[src/rtl/coe_pkg.sv]
package coe_pkg;
    localparam int BYTE_W = 8;
    localparam int WORD_W = 14;
    localparam int SPARE_W = 2 * BYTE_W - WORD_W;

    typedef enum logic [2:0] {
        ST_IDLE,
        ST_WR_HI,
        ST_WR_LO,
        ST_RD_HI,
        ST_RD_LO,
        ST_DONE
    } xfer_state_t;
endpackage

[src/rtl/coe_store.sv]
module coe_store #(
    parameter int NCH   = 4,
    parameter int DEPTH = 40,
    parameter int WW    = 14,
    localparam int AW   = $clog2(DEPTH),
    localparam int CW   = (NCH > 1) ? $clog2(NCH) : 1
) (
    input  logic           clk,
    input  logic           we,
    input  logic [NCH-1:0] we_mask,
    input  logic [AW-1:0]  waddr,
    input  logic [WW-1:0]  wdata,
    input  logic [CW-1:0]  rch,
    input  logic [AW-1:0]  raddr,
    output logic [WW-1:0]  rdata
);
    logic [WW-1:0] mem [NCH][DEPTH];

    for (genvar c = 0; c < NCH; c++) begin : g_ch
        always_ff @(posedge clk) begin
            if (we && we_mask[c])
                mem[c][waddr] <= wdata;
        end
    end

    assign rdata = mem[rch][raddr];
endmodule

[src/rtl/coe_lowest_pick.sv]
module coe_lowest_pick #(
    parameter int N  = 4,
    localparam int CW = (N > 1) ? $clog2(N) : 1
) (
    input  logic [N-1:0]  mask,
    output logic [CW-1:0] idx,
    output logic          any
);
    always_comb begin
        idx = '0;
        for (int i = N - 1; i >= 0; i--) begin
            if (mask[i])
                idx = CW'(i);
        end
    end

    assign any = |mask;
endmodule

[src/rtl/coe_block_xfer.sv]
module coe_block_xfer
    import coe_pkg::*;
#(
    parameter int NCH       = 4,
    parameter int NUM_BLK   = 5,
    parameter int BLK_WORDS = 8
) (
    input  logic           clk,
    input  logic           rst_n,
    input  logic           cs_n,
    input  logic           rx_valid,
    input  logic [7:0]     rx_byte,
    input  logic [NCH-1:0] ch_enable,
    output logic           tx_valid,
    output logic [7:0]     tx_byte
);
    localparam int DEPTH = NUM_BLK * BLK_WORDS;
    localparam int AW    = $clog2(DEPTH);
    localparam int IW    = $clog2(BLK_WORDS);
    localparam int CW    = (NCH > 1) ? $clog2(NCH) : 1;

    xfer_state_t    state, nxt;
    logic [IW-1:0]  widx;
    logic [AW-1:0]  base_q;
    logic [NCH-1:0] mask_q;
    logic [7:0]     hi_q;

    logic           strobe;
    logic           cmd_rd;
    logic           blk_ok;
    logic [AW-1:0]  base_d;
    logic           ram_we;
    logic [AW-1:0]  addr;
    logic [WORD_W-1:0] wdata;
    logic [WORD_W-1:0] rdata;
    logic [CW-1:0]  rd_ch;
    logic           rd_any;

    assign strobe = rx_valid && !cs_n;
    assign cmd_rd = rx_byte[7];
    assign blk_ok = 32'(rx_byte[4:0]) < NUM_BLK;
    assign base_d = AW'(32'(rx_byte[4:0]) * BLK_WORDS);
    assign addr   = base_q + AW'(widx);
    assign wdata  = {hi_q, rx_byte[7:SPARE_W]};
    assign ram_we = (state == ST_WR_LO) && strobe;

    coe_lowest_pick #(.N(NCH)) u_pick (
        .mask (mask_q),
        .idx  (rd_ch),
        .any  (rd_any)
    );

    coe_store #(.NCH(NCH), .DEPTH(DEPTH), .WW(WORD_W)) u_store (
        .clk     (clk),
        .we      (ram_we),
        .we_mask (mask_q),
        .waddr   (addr),
        .wdata   (wdata),
        .rch     (rd_ch),
        .raddr   (addr),
        .rdata   (rdata)
    );

    // next-state logic
    always_comb begin
        nxt = state;
        if (cs_n) begin
            nxt = ST_IDLE;
        end else begin
            unique case (state)
                ST_IDLE:  if (strobe) nxt = !blk_ok ? ST_DONE : (cmd_rd ? ST_RD_HI : ST_WR_HI);
                ST_WR_HI: if (strobe) nxt = ST_WR_LO;
                ST_WR_LO: if (strobe) nxt = (widx == '0) ? ST_DONE : ST_WR_HI;
                ST_RD_HI: if (strobe) nxt = ST_RD_LO;
                ST_RD_LO: if (strobe) nxt = (widx == '0) ? ST_DONE : ST_RD_HI;
                ST_DONE:  nxt = ST_DONE;
            endcase
        end
    end

    // state register and transfer bookkeeping
    always_ff @(posedge clk or negedge rst_n) begin
        if (!rst_n) begin
            state  <= ST_IDLE;
            widx   <= '0;
            base_q <= '0;
            mask_q <= '0;
            hi_q   <= '0;
        end else begin
            state <= nxt;
            if (strobe) begin
                unique case (state)
                    ST_IDLE: begin
                        widx   <= IW'(BLK_WORDS - 1);
                        base_q <= base_d;
                        mask_q <= ch_enable;
                    end
                    ST_WR_HI: hi_q <= rx_byte;
                    ST_WR_LO, ST_RD_LO: widx <= widx - 1'b1;
                    default: ;
                endcase
            end
        end
    end

    // output process
    always_ff @(posedge clk or negedge rst_n) begin
        if (!rst_n) begin
            tx_valid <= 1'b0;
            tx_byte  <= '0;
        end else begin
            tx_valid <= 1'b0;
            if (strobe && state == ST_RD_HI) begin
                tx_valid <= 1'b1;
                tx_byte  <= rd_any ? rdata[WORD_W-1:WORD_W-8] : 8'h00;
            end else if (strobe && state == ST_RD_LO) begin
                tx_valid <= 1'b1;
                tx_byte  <= rd_any ? {rdata[WORD_W-9:0], {SPARE_W{1'b0}}} : 8'h00;
            end
        end
    end
endmodule

[config.mk]
export PLATFORM = sky130hd
export DESIGN_NAME = coe_block_xfer
export DESIGN_NICKNAME = d
export VERILOG_FILES = /design/src/rtl/coe_pkg.sv /design/src/rtl/coe_store.sv /design/src/rtl/coe_lowest_pick.sv /design/src/rtl/coe_block_xfer.sv
export SDC_FILE = /design/constraint.sdc
export NUM_CORES = 2
export LEC_CHECK = 0
export CORE_ASPECT_RATIO = 1.75
export CORE_UTILIZATION = 49
export CTS_CLUSTER_SIZE = 25
export DETAILED_ROUTE_END_ITERATION = 8
export GPL_ROUTABILITY_DRIVEN = 1
export PLACE_DENSITY = 0.62
export SLEW_MARGIN = 15
export SYNTH_ARGS = -nofsm -noshare
export SYNTH_HDL_FRONTEND = slang
export SYNTH_SLANG_ARGS = --single-unit
[constraint.sdc]
create_clock -name clk -period 7.5 [get_ports clk]
set_input_delay 0.75 -clock clk [delete_from_list [all_inputs] [get_ports clk]]
set_output_delay 0.75 -clock clk [all_outputs]
set_load 0.03 [all_outputs]
==> flow_metrics.env <==
export IMPL_status="finished clean"
export IMPL_crit_chain="nor3_4, buf_4, buf_12, nand2_1, nand3_1, nand4_1, nor4_1, nor2_1, a211oi_1, o221ai_1, nand3_1"
export IMPL_p_leak_nw=31.5
export IMPL_drv_slew=0
export IMPL_design_die_area_um2=181000
export IMPL_track_usage_pct=32.4
export IMPL_fin_skew_ns=0.0587
export IMPL_avgSynthCellArea_um2=15.2
export IMPL_cpMostUsedCell="nand3_1"
export IMPL_cp_arrival_ns=6.30
export IMPL_drive_gt1_share_pct=12.5
export IMPL_synth_net_count=5770
export IMPL_grt_pass1_wl_um=406000
export IMPL_tightest_slew_ns=1.38
export IMPL_grt_use_met2_pct=53.0
export IMPL_first_iter_violations=8545
export IMPL_cts_root_buf="clkbuf_16"
export IMPL_ir_drop_mv=0.792
export IMPL_cts_tree="done"
export IMPL_worst_setup_path_start_kind="flop"
export IMPL_yosysWarningCount=0
export IMPL_ys_top_cells_by_count="edfxtp_1 (2240), nand2_1 (1346), nand3_1 (430)"
export IMPL_syn_area_um2=87700
export IMPL_finalCriticalPeriod_ns=5.54
export IMPL_antenna_found_initial=16
export IMPL_cts_max_path_buffers=4
export IMPL_slowest_stage="nor3_4"
export IMPL_path_clk_slew_ns=0.07
export IMPL_cts_buffers=195
export IMPL_num_rows=205
export IMPL_nets=5934
export IMPL_synth_seq_area_share_pct=77.5
export IMPL_max_freq_mhz=180
export IMPL_drt_wl_total_um=294000
export IMPL_rsz0062_at_grt="false"
export IMPL_ys_types=72
export IMPL_crit_type="flop to flop"
export IMPL_io_pins=25
export IMPL_synthArstFlopShare_pct=1.32
export IMPL_p_per_area_nw_per_um2=376
export IMPL_cp_num_buf_inv=2
export IMPL_clock_sinks=2270
export IMPL_fin_ws_ns=1.96
export IMPL_cp_required_ns=8.26
export IMPL_slowest_delay_ns=0.98
export IMPL_cpLargestDelayFamily="simple AND/OR/NAND/NOR gates"
export IMPL_grt_max_degree=105
export IMPL_dp_cells=8099
export IMPL_stdcell_count=8447
export IMPL_via_per_inst=6.48
export IMPL_hold_path_class="input pin to asynchronous set/reset pin"
export IMPL_r2r_start="mask_q[0]"
export IMPL_max_slew_margin_pct=7.55
export IMPL_ys_ff_latch=2270
export IMPL_reg2regPathDepth=11
export IMPL_clock_latency_ns=0.86
export IMPL_rr_endpoint="tx_byte[5]"
export IMPL_hold_violations=0
export IMPL_fin_tns_setup_ns=0
export IMPL_use_met1_pct=38.2
export IMPL_grt_busiest_layer="met2"
export IMPL_final_util_pct=55.0
export IMPL_synth_edff_count=2240
export IMPL_vias=54707
export IMPL_endpoint_kind="flop"
export IMPL_die_h_um=562
export IMPL_synth_area_top_cells="edfxtp_1 (77%), nand2_1 (5.8%), mux4_2 (2.8%)"
export IMPL_gp_congestion=0.945
export IMPL_wl_per_cell_um=34.8
export IMPL_initial_core_util_pct=49.3
export IMPL_maxCapViolCount=0
export IMPL_ys_flop_type="edfxtp_1"
export IMPL_r2r_slack_ns=1.96
export IMPL_area_growth_pct=11.7
export IMPL_hpwl_um=180000
export IMPL_core_um2=178000
export IMPL_hold_buffers=0
export IMPL_yosysMostFrequentCell="edfxtp_1"
export IMPL_yosysTopAreaCell="edfxtp_1"
export IMPL_portBuffers=24
export IMPL_drc=0
export IMPL_h_tree_depth=4
export IMPL_dp_slack_ns=2.23
export IMPL_firstDrtPassIters=8
export IMPL_grt_pass1_vias=52708
export IMPL_yosysTopAreaCellShare_pct=76.7
export IMPL_post_cts_repair_setup_buffers=0
export IMPL_syn_inst=5752
export IMPL_finalSetupViolCount=0
export IMPL_ant_nets=0
export IMPL_die_w_um=322
export IMPL_period_share_pct=73.9
export IMPL_cts_resized=0
export IMPL_use_met3_pct=5.91
export IMPL_cp_max_fo=71
export IMPL_grt_ovfl_total=0
routing by layer:
layer,part of all wire [%],vias up
li1,-,22280
met1,33,27764
met2,49,3666
met3,9.5,985
met4,8.8,12
met5,0.027,-
metrics by stage:
step                total power, W  cell area [um^2]  hold slack (ns)
finish                      0.0368             98000           0.0770
global route                0.0375             97900            0.125
CTS                         0.0365             97900           0.0991
detailed placement          0.0269             91900            0.538
global placement            0.0268             91900            0.537
floorplan                   0.0218             87700            0.454
cells by family after synthesis:
group / after synthesis / share of synthesized area [%]
buffers and inverters: 356 / 2.00
DFF: 2270 / 77.5
AOI/OAI and AO/OA: 603 / 4.69
adders and majority gates: 3 / 0.0399
and+or+nand+nor: 2244 / 10.9
muxes: 275 / 4.76
xor gates and xnor gates: 1 / 0.00999
cells in the final DEF, fill, tap and decap left out, drive strengths merged, types with 90 or more instances in the layout:
master and n:
nand2 1346, clkbuf 238, o21ai 104, nor2 220, buf 300, a32oi 90, o22ai 150, nand3 430
mux2i 149, edfxtp 2240, mux4 112, nand4 138
worst reg2reg max path: cells and delay by family, from the launching register on:
kind | cells | cell delay, ns
flops | 1 | 0.77
buf+inv | 2 | 0.89
compound gates | 2 | 1.05
simple gates | 7 | 2.75
sequential cells by signal, indices dropped and copies added, names as in the netlist:
register,count
base_q,3
hi_q,8
mask_q,4
state,3
tx_byte,8
tx_valid,1
u_store.mem,2240
widx,3
report_power, final:
group / switching, W / leakage (nW) / total [W] / internal [W]
combinational: 0.00832 / 8.03 / 0.0112 / 0.00287
sequential: 0.000683 / 20.5 / 0.0158 / 0.0151
clock: 0.00450 / 2.97 / 0.00990 / 0.00540
total: 0.0135 / 31.5 / 0.0368 / 0.0233
final cells by class:
| class | instances | area [um^2] |
|---|---|---|
| repair buffers | 317 | 2680 |
| inverters | 6 | 23.8 |
| flip-flops and latches | 2270 | 68100 |
| clock inverters | 103 | 891 |
| multi-input cells | 3126 | 18200 |
| clock buffers | 238 | 5130 |
| diodes | 7 | 17.5 |
| fillers | 14176 | 80100 |
| well taps | 2380 | 2980 |
how the worst max path moves through the flow:
stage,start,endpoint,slack [ns],cells after the start
2_1_floorplan,cs_n,u_store.mem[0][0],4.71,6
3_3_place_gp,mask_q[2],tx_byte[6],2.22,10
3_5_place_dp,mask_q[2],tx_byte[6],2.23,10
4_1_cts,mask_q[2],tx_byte[6],2.18,10
5_1_grt,mask_q[0],tx_byte[5],1.93,11
6_report,mask_q[0],tx_byte[5],1.96,11
Note: power is estimated with default switching activity, not from simulation.
